--- config.mk ---
export PLATFORM = sky130hd
export DESIGN_NAME = igf_top
export DESIGN_NICKNAME = d
export VERILOG_FILES = /design/src/rtl/igf_pkg.sv /design/src/rtl/igf_prescaler.sv /design/src/rtl/igf_chan_filter.sv /design/src/rtl/igf_detect.sv /design/src/rtl/igf_top.sv
export SDC_FILE = /design/constraint.sdc
export NUM_CORES = 1
export LEC_CHECK = 0
export BUFFER_PORTS_ARGS = -buffer_cell sky130_fd_sc_hd__buf_2
export CORE_AREA = 2 2 70 72
export DETAILED_ROUTE_END_ITERATION = 16
export DIE_AREA = 0 0 72 74
export SLEW_MARGIN = 10
export SYNTH_ARGS = -nofsm -noshare
export SYNTH_HDL_FRONTEND = slang
export SYNTH_HIERARCHICAL = 1
export SYNTH_SLANG_ARGS = --single-unit
--- constraint.sdc ---
create_clock -name clk -period 3.48 [get_ports clk]
set_input_delay 0.522 -clock clk [delete_from_list [all_inputs] [get_ports clk]]
set_output_delay 0.522 -clock clk [all_outputs]
set_load 0.05 [all_outputs]
--- src/rtl/igf_pkg.sv ---
package igf_pkg;

  typedef enum logic [1:0] {
    DET_LOW  = 2'd0,
    DET_HIGH = 2'd1,
    DET_FALL = 2'd2,
    DET_RISE = 2'd3
  } det_mode_e;

  // Request condition for a given mode, current level and level one edge ago.
  function automatic logic det_fire(input det_mode_e mode, input logic lvl,
                                    input logic prev);
    logic hit;
    case (mode)
      DET_LOW:  hit = !lvl;
      DET_HIGH: hit = lvl;
      DET_FALL: hit = prev && !lvl;
      default:  hit = lvl && !prev;
    endcase
    return hit;
  endfunction

  // Low-order ones mask of width w with the c lowest bits set.
  function automatic logic [15:0] low_ones(input int unsigned c);
    logic [15:0] m;
    m = '0;
    for (int unsigned k = 0; k < 16; k++) begin
      if (k < c) m[k] = 1'b1;
    end
    return m;
  endfunction

endpackage

--- src/rtl/igf_prescaler.sv ---
module igf_prescaler #(
  parameter int SEL_W = 3
) (
  input  logic             clk,
  input  logic             rst_n,
  input  logic [SEL_W-1:0] sel,
  output logic             tick
);
  import igf_pkg::*;

  localparam int DIV_W = (1 << SEL_W) - 1;

  logic [DIV_W-1:0] div_q;
  logic [DIV_W-1:0] mask;
  logic             run;

  assign run  = (sel != '0);
  assign mask = DIV_W'(low_ones(int'(sel)));
  assign tick = run && ((div_q & mask) == mask);

  always_ff @(posedge clk or negedge rst_n) begin
    if (!rst_n) begin
      div_q <= '0;
    end else if (run) begin
      div_q <= div_q + DIV_W'(1);
    end
  end

endmodule

--- src/rtl/igf_chan_filter.sv ---
module igf_chan_filter #(
  parameter int SYNC_STAGES = 2,
  parameter int FILT_LEN    = 8,
  localparam int CNT_W      = $clog2(FILT_LEN)
) (
  input  logic             clk,
  input  logic             rst_n,
  input  logic             tick,
  input  logic             en,
  input  logic             pin,
  output logic             sync_o,
  output logic [CNT_W-1:0] cnt_o,
  output logic             filt_o,
  output logic             lvl_o
);

  localparam logic [CNT_W-1:0] CNT_LAST = CNT_W'(FILT_LEN - 1);

  logic [SYNC_STAGES-1:0] sync_q;
  logic [CNT_W-1:0]       cnt_q;
  logic                   filt_q;
  logic                   differ;
  logic                   accept;

  genvar g;
  generate
    for (g = 0; g < SYNC_STAGES; g++) begin : g_sync
      if (g == 0) begin : g_first
        always_ff @(posedge clk or negedge rst_n) begin
          if (!rst_n) sync_q[0] <= 1'b0;
          else        sync_q[0] <= pin;
        end
      end else begin : g_next
        always_ff @(posedge clk or negedge rst_n) begin
          if (!rst_n) sync_q[g] <= 1'b0;
          else        sync_q[g] <= sync_q[g-1];
        end
      end
    end
  endgenerate

  assign sync_o = sync_q[SYNC_STAGES-1];
  assign differ = (sync_o != filt_q);
  assign accept = tick && differ && (cnt_q == CNT_LAST);

  always_ff @(posedge clk or negedge rst_n) begin
    if (!rst_n) begin
      cnt_q  <= '0;
      filt_q <= 1'b0;
    end else if (!en) begin
      cnt_q  <= '0;
      filt_q <= sync_o;
    end else if (tick) begin
      if (!differ) begin
        cnt_q <= '0;
      end else if (accept) begin
        cnt_q  <= '0;
        filt_q <= sync_o;
      end else begin
        cnt_q <= cnt_q + CNT_W'(1);
      end
    end
  end

  assign cnt_o  = cnt_q;
  assign filt_o = filt_q;
  assign lvl_o  = en ? filt_q : sync_o;

endmodule

--- src/rtl/igf_detect.sv ---
module igf_detect (
  input  logic                clk,
  input  logic                rst_n,
  input  igf_pkg::det_mode_e  mode,
  input  logic                lvl,
  output logic                prev_o,
  output logic                irq_o
);
  import igf_pkg::*;

  logic prev_q;
  logic irq_q;

  always_ff @(posedge clk or negedge rst_n) begin
    if (!rst_n) begin
      prev_q <= 1'b0;
      irq_q  <= 1'b0;
    end else begin
      prev_q <= lvl;
      irq_q  <= det_fire(mode, lvl, prev_q);
    end
  end

  assign prev_o = prev_q;
  assign irq_o  = irq_q;

endmodule

--- src/rtl/igf_top.sv ---
module igf_top #(
  parameter int NCH         = 4,
  parameter int SEL_W       = 3,
  parameter int SYNC_STAGES = 2,
  parameter int FILT_LEN    = 8
) (
  input  logic             clk,
  input  logic             rst_n,
  input  logic [SEL_W-1:0] clk_sel,
  input  logic [NCH-1:0]   filt_en,
  input  logic [2*NCH-1:0] det_mode,
  input  logic [NCH-1:0]   pin_in,
  output logic [NCH-1:0]   lvl_out,
  output logic [NCH-1:0]   irq_out
);
  import igf_pkg::*;

  localparam int CNT_W = $clog2(FILT_LEN);

  // Internal events brought out by name for the checker.
  logic                 samp_tick;
  logic [NCH-1:0]       chan_sync;
  logic [NCH-1:0]       chan_filt;
  logic [NCH-1:0]       chan_prev;
  logic [NCH*CNT_W-1:0] chan_cnt;

  igf_prescaler #(.SEL_W(SEL_W)) u_presc (
    .clk   (clk),
    .rst_n (rst_n),
    .sel   (clk_sel),
    .tick  (samp_tick)
  );

  genvar i;
  generate
    for (i = 0; i < NCH; i++) begin : g_ch
      det_mode_e mode_i;
      assign mode_i = det_mode_e'(det_mode[2*i +: 2]);

      igf_chan_filter #(
        .SYNC_STAGES (SYNC_STAGES),
        .FILT_LEN    (FILT_LEN)
      ) u_filt (
        .clk    (clk),
        .rst_n  (rst_n),
        .tick   (samp_tick),
        .en     (filt_en[i]),
        .pin    (pin_in[i]),
        .sync_o (chan_sync[i]),
        .cnt_o  (chan_cnt[i*CNT_W +: CNT_W]),
        .filt_o (chan_filt[i]),
        .lvl_o  (lvl_out[i])
      );

      igf_detect u_det (
        .clk    (clk),
        .rst_n  (rst_n),
        .mode   (mode_i),
        .lvl    (lvl_out[i]),
        .prev_o (chan_prev[i]),
        .irq_o  (irq_out[i])
      );
    end
  endgenerate

endmodule

## Yosys cells after proc, flatten, opt, wreduce, memory -nomap -nowiden

Index checks and enable logic that the tools add are counted.

- Flip-flop bits (word level): 39
- Input port bits: 21
- Output and inout bits: 8
- Logic and storage cells: 148

- Add/sub/neg operators: 5
- Magnitude comparators: 7
- Equal/unequal tests: 29
- Mux-type cells: 47
- Bitwise logic cells: 1
- Reductions and logical operators: 34

Operator list:

| operator | count |
|---|---|
| 3-bit 2-to-1 mux | 16 |
| 1-bit 2-to-1 mux | 27 |
| 2-bit by 1-bit inequality test with 1-bit output (second input constant) | 12 |
| 1-bit logical AND | 17 |
| 3-bit by 1-bit adder with 3-bit output (second input constant) | 4 |
| 3-bit == test (second input constant) | 4 |
| 1-bit case mux with 3 select lines | 4 |
| 3-bit AND reduction | 4 |
| 3-bit < comparator (first input constant) | 3 |
| 2-bit by 1-bit == test with 1-bit output (second input constant) | 4 |
| 2-bit == test (second input constant) | 4 |
| 1-bit logical NOT | 8 |
| 2-bit logical NOT | 4 |
| 7-bit by 1-bit adder with 7-bit output (second input constant) | 1 |
| 7-bit bitwise AND | 1 |
| 7-bit == test | 1 |
| 1-bit by 3-bit < comparator with 1-bit output (first input constant) | 2 |
| 2-bit by 3-bit < comparator with 1-bit output (first input constant) | 2 |
| 1-bit inequality test | 4 |
| 3-bit nonzero test | 1 |

## Logic depth before layout (Yosys ltp)

- Depth after elaboration: 11
- Gate-level depth with buffers: 6
- Gate-level depth less buffers: 6

## Modules after synthesis

Netlist, hierarchy kept.

By module, submodules not included:

| module | times used | cells each | area each (um^2) | sequential area each (um^2) |
|---|---|---|---|---|
| igf_chan_filter at g_ch[1].u_filt ... | 3 | 19 | 285.3 | 150.1 |
| igf_prescaler | 1 | 33 | 364.1 | 175.2 |
| igf_detect | 4 | 5 | 72.6 | 50.0 |
| igf_chan_filter at g_ch[0].u_filt | 1 | 19 | 281.5 | 150.1 |

## Least setup slack after synthesis

Ideal clock, no wire load.

- Path kind: input -> register
- Start point: input clk_sel[0]
- End point: register g_ch[0].u_filt.filt_q
- Library setup time: 0.125 ns
- Arrival time: 2.734 ns
- Required time: 3.355 ns
- Slack: 0.621 ns
- Cell stages on the path: 6
- Path buffers: 0
- Cells stage by stage: nor2b_1 o21ai_1 o2111ai_1 a2111oi_2 a21boi_2 mux2_4

- Cells in the longest elaborated chain, start to end: 9
- Elaborated cells between the ends (all ways): 23
- Classes of those cells: order compare (7); eq/ne (3); mux (7); bitwise (1); reduce/logical (5)

RTL lines:

| item | line | source |
|---|---|---|
| from (decl) | igf_top.sv:9 | `input logic [SEL_W-1:0] clk_sel,` |
| 1-bit by 3-bit < comparator with 1-bit output, or another cell as far along | igf_pkg.sv:28 | `if (k < c) m[k] = 1'b1;` |
| 1-bit 2-to-1 mux | igf_pkg.sv:28 |  |
| 7-bit bitwise AND | igf_prescaler.sv:19 | `assign tick = run && ((div_q & mask) == mask);` |
| 7-bit == test | igf_prescaler.sv:19 |  |
| 1-bit logical AND (*) | igf_prescaler.sv:19 |  |
| via samp_tick | igf_top.sv:21 | `logic samp_tick;` |
| 1-bit logical AND (2 in series) | igf_chan_filter.sv:44 | `assign accept = tick && differ && (cnt_q == CNT_LAST);` |
| 2-bit by 1-bit inequality test with 1-bit output (no source line) | - |  |
| 3-bit AND reduction (no source line) (*) | - |  |
| to (signal assigned) | igf_chan_filter.sv:52 | `filt_q <= sync_o;` |
| to (signal assigned) | igf_chan_filter.sv:58 | `filt_q <= sync_o;` |
| to (decl) | igf_chan_filter.sv:21 | `logic filt_q;` |

Mark *: on every way through the listed nets, which the timed path passes. The rest lies on a longest branch.
A chain may end at the register's enable or synchronous reset.

## Worst setup path in the final report

- Start point: register u_presc.div_q[4]
- End point: register g_ch[2].u_filt.filt_q

- Cells in the longest elaborated chain, start to end: 7
- Elaborated cells between the ends (all ways): 8
- Classes of those cells: eq/ne (3); bitwise (1); reduce/logical (4)

RTL lines:

| item | line | source |
|---|---|---|
| from (decl) | igf_prescaler.sv:13 | `logic [DIV_W-1:0] div_q;` |
| from (signal assigned) | igf_prescaler.sv:25 | `div_q <= div_q + DIV_W'(1);` |
| 7-bit bitwise AND (*) | igf_prescaler.sv:19 |  |
| 7-bit == test (*) | igf_prescaler.sv:19 |  |
| 1-bit logical AND (*) | igf_prescaler.sv:19 |  |
| via samp_tick | igf_top.sv:21 |  |
| 1-bit logical AND (2 in series) | igf_chan_filter.sv:44 |  |
| 2-bit by 1-bit inequality test with 1-bit output (no source line) | - |  |
| 3-bit AND reduction (no source line) (*) | - |  |
| to (signal assigned) | igf_chan_filter.sv:52 |  |
| to (signal assigned) | igf_chan_filter.sv:58 |  |
| to (decl) | igf_chan_filter.sv:21 |  |

Marks and branches as above.

==> impl_metrics.toml <==
[final_layout]
fin_nets = 195
stdcell_count = 220
fillCellCount = 426
fin_area_um2 = 2120
drive_above_1_share_pct = 34.3
seq_area_um2 = 976
multiInputGateArea_um2 = 821
n_antenna_cell = 0
area.growth.synth_to_final_pct = 18.5

[pwr]
leakagePower_nw = 0.960
intPower_w = 0.000833
seqPwrFrac_pct = 48.1
comb_power_share_pct = 24.7
power_density_nw_per_um2 = 577
power_frac_clock_pct = 27.2
p_sw_share_pct = 32.1
power.switching_w = 0.000393
power_w = 0.00123
peakVddDrop_v = 0.000282

[synth]
yosysMostFrequentCell = "dfrtp_1"
synthesis.area_um2 = 1790
synth-main-ff-cell = "dfrtp_1"
synthTopCellsByArea = "dfrtp_1 (54%), ha_1 (6.3%), o2bb2ai_1 (5.9%)"
synth.largest_area_cell = "dfrtp_1"
synth_commonest_cells = "dfrtp_1 (39), o2bb2ai_1 (12), xnor2_1 (11), ha_1 (9)"
ys.warnings.count = 6
synth_edf_count = 0
syn_avg_cell_area_um2 = 13.9
yosysUniqueCellTypes = 25
yosysSeqAreaShare_pct = 54.5
synth_nets = 159
synth_seq_cells = 39
postSynthCellCount = 129
synth_top_area_share_pct = 54.5
async_flop_share_pct = 100

[timing]
finalHoldViolations = 0
drv_slew = 0
post-route-period-util_pct = 58.3
fin_worst_skew_ns = 0.00823
max_freq_mhz = 493
slew_headroom_pct = 43.2
rsz0062_at_grt = "no"
setup_tns_ns = 0
setup_violations = 0
worst_pin_slew_ns = 0.853
fin_crit_ns = 2.03
fin_ws_ns = 1.45

[floorplan]
die_w_um = 72
core-area_um2 = 4600
start_util_pct = 39.0
fp.dieH_um = 74
die-area_um2 = 5330
rows = 25
ios = 29

[clocking]
cts_tree = "yes"
cts.clk_slew.worst_paths_ns = 0.08
htreeDepth = 2
ctsHoldBuffers = 0
cts_root_buffer = "clkbuf_8"
clockBufferDepth = 2
cts-resized-gates = 0
insertion_delay_ns = 0.29
cts_setup_buffers = 0
cts_sinks = 39
cts_buffers = 5

[place]
hpwlAfterDp_mm = 2.22
dp_cells = 212
gp_congestion = 0.744
portBuffers = 28
dpl_cell_area_um2 = 2020
post-place-ws_ns = 1.16

[setup_path]
worst_setup_path_start_kind = "flop"
critical_path_arrival_ns = 2.21
reg2reg_from = "u_presc/div_q[4]"
end_kind = "flop"
cp_data_required_time_ns = 3.66
cp_max_fo = 20
setup.worst_path.class = "reg -> reg"
worstSetupStartpoint = "u_presc/div_q[4]"

[detailed_routing]
wl_mm = 3.08
dr.pass1.iters = 6
vias_per_cell = 5.22
vias = 1148
drc = 0
drt_iter0_markers = 61
wl_per_cell_um = 14.0
final_antenna_net_count = 0

[hold_path]
min_path_type = "in -> reg"
holdCritStartpoint = "pin_in[1]"

[outcome]
status = "completed"

[global_routing]
grt_max_degree = 40
grt_usage_pct = 12.9
grt_pass1_wl_mm = 5.26
globalRouteOverflowTotal = 0
antenna_found_initial = 0
grt_pass1_vias = 1184

[flow_run]
cap_violations = 0
[final timing paths]
kind / end / slack (ns) / depth (start not counted)
max: g_ch[2].u_filt/filt_o / 1.45 / 7
min: g_ch[1].u_filt/sync_q[0] / 0.33 / 1
max reg2reg: g_ch[2].u_filt/filt_o / 1.45 / 7
min reg2reg: g_ch[1].u_filt/sync_o / 0.35 / 0
max in group asynchronous: g_ch[3].u_filt/sync_o / 2.60 / 1
min in group asynchronous: g_ch[1].u_det/prev_o / 0.34 / 1
[metrics by stage]
step                      util (%)  hold slack (ns)
after floorplan                  -            0.226
after global placement        43.9            0.333
after detailed placement      43.9            0.336
after CTS                     46.2            0.324
after global routing          46.2            0.318
final                         46.2            0.333
[power groups by stage]
stage | Clock, W | Sequential (W) | Combinational [W]
global placement | 0 | 0.000597 | 0.000292
CTS | 0.000351 | 0.000590 | 0.000307
finish | 0.000334 | 0.000589 | 0.000303
detailed placement | 0 | 0.000598 | 0.000306
global route | 0.000369 | 0.000601 | 0.000335
floorplan | 0 | 0.000614 | 0.000194
[critical path, cell delays in order, from the launching register on]
cell and delay (ns):
dfrtp_1 0.42, nand2_2 0.08, o21ai_1 0.13, o2111ai_1 0.18, a2111oi_4 0.38, buf_4 0.32
a21boi_2 0.10, mux2_4 0.30
[routing by layer]
layer	part of all wire [%]	up-vias	track usage [%]
li1	-	547	-
met1	44	566	15.2
met2	49	30	22.0
met3	5.4	5	3.66
met4	1.4	0	6.08
met5	0	-	0
[area by class of cell]
class / instances / area share (%)
Clock buffer: 7 / 4.54
Clock inverter: 1 / 0.354
Inverter: 2 / 0.354
Multi-Input combinational cell: 88 / 38.7
Sequential cell: 39 / 46.0
Tap cell: 54 / 3.18
Timing Repair Buffer: 29 / 6.95
[flip-flops by register name (all words and copies together), names as in the netlist]
signal and flops:
g_ch.u_filt/cnt_o 12, u_presc/div_q 7, g_ch.u_det/irq_o 4, g_ch.u_det/prev_o 4, g_ch.u_filt/filt_o 4, g_ch.u_filt/sync_o 4, g_ch.u_filt/sync_q 4
[cell families after synthesis]
group,count (synthesis),share of synthesized area [%]
adder cells (fa/ha/maj),9,6.29
buffers and inverters,2,0.419
AND/OR/NAND/NOR,28,12.1
flip-flops,39,54.5
multiplexers,9,6.49
XOR/XNOR,18,8.80
AO/OA/AOI/OAI,24,11.5
[cells in the final DEF, fill, tap and decap left out, types with 5 or more instances in the layout]
| cell type | count |
|---|---|
| dfrtp_1 | 39 |
| buf_2 | 28 |
| o2bb2ai_1 | 12 |
| xnor2_1 | 11 |
| ha_1 | 9 |
| clkbuf_8 | 7 |
| xor2_1 | 7 |
| nand4b_1 | 7 |
| mux2_2 | 5 |
(Power assumes the default switching activity.)
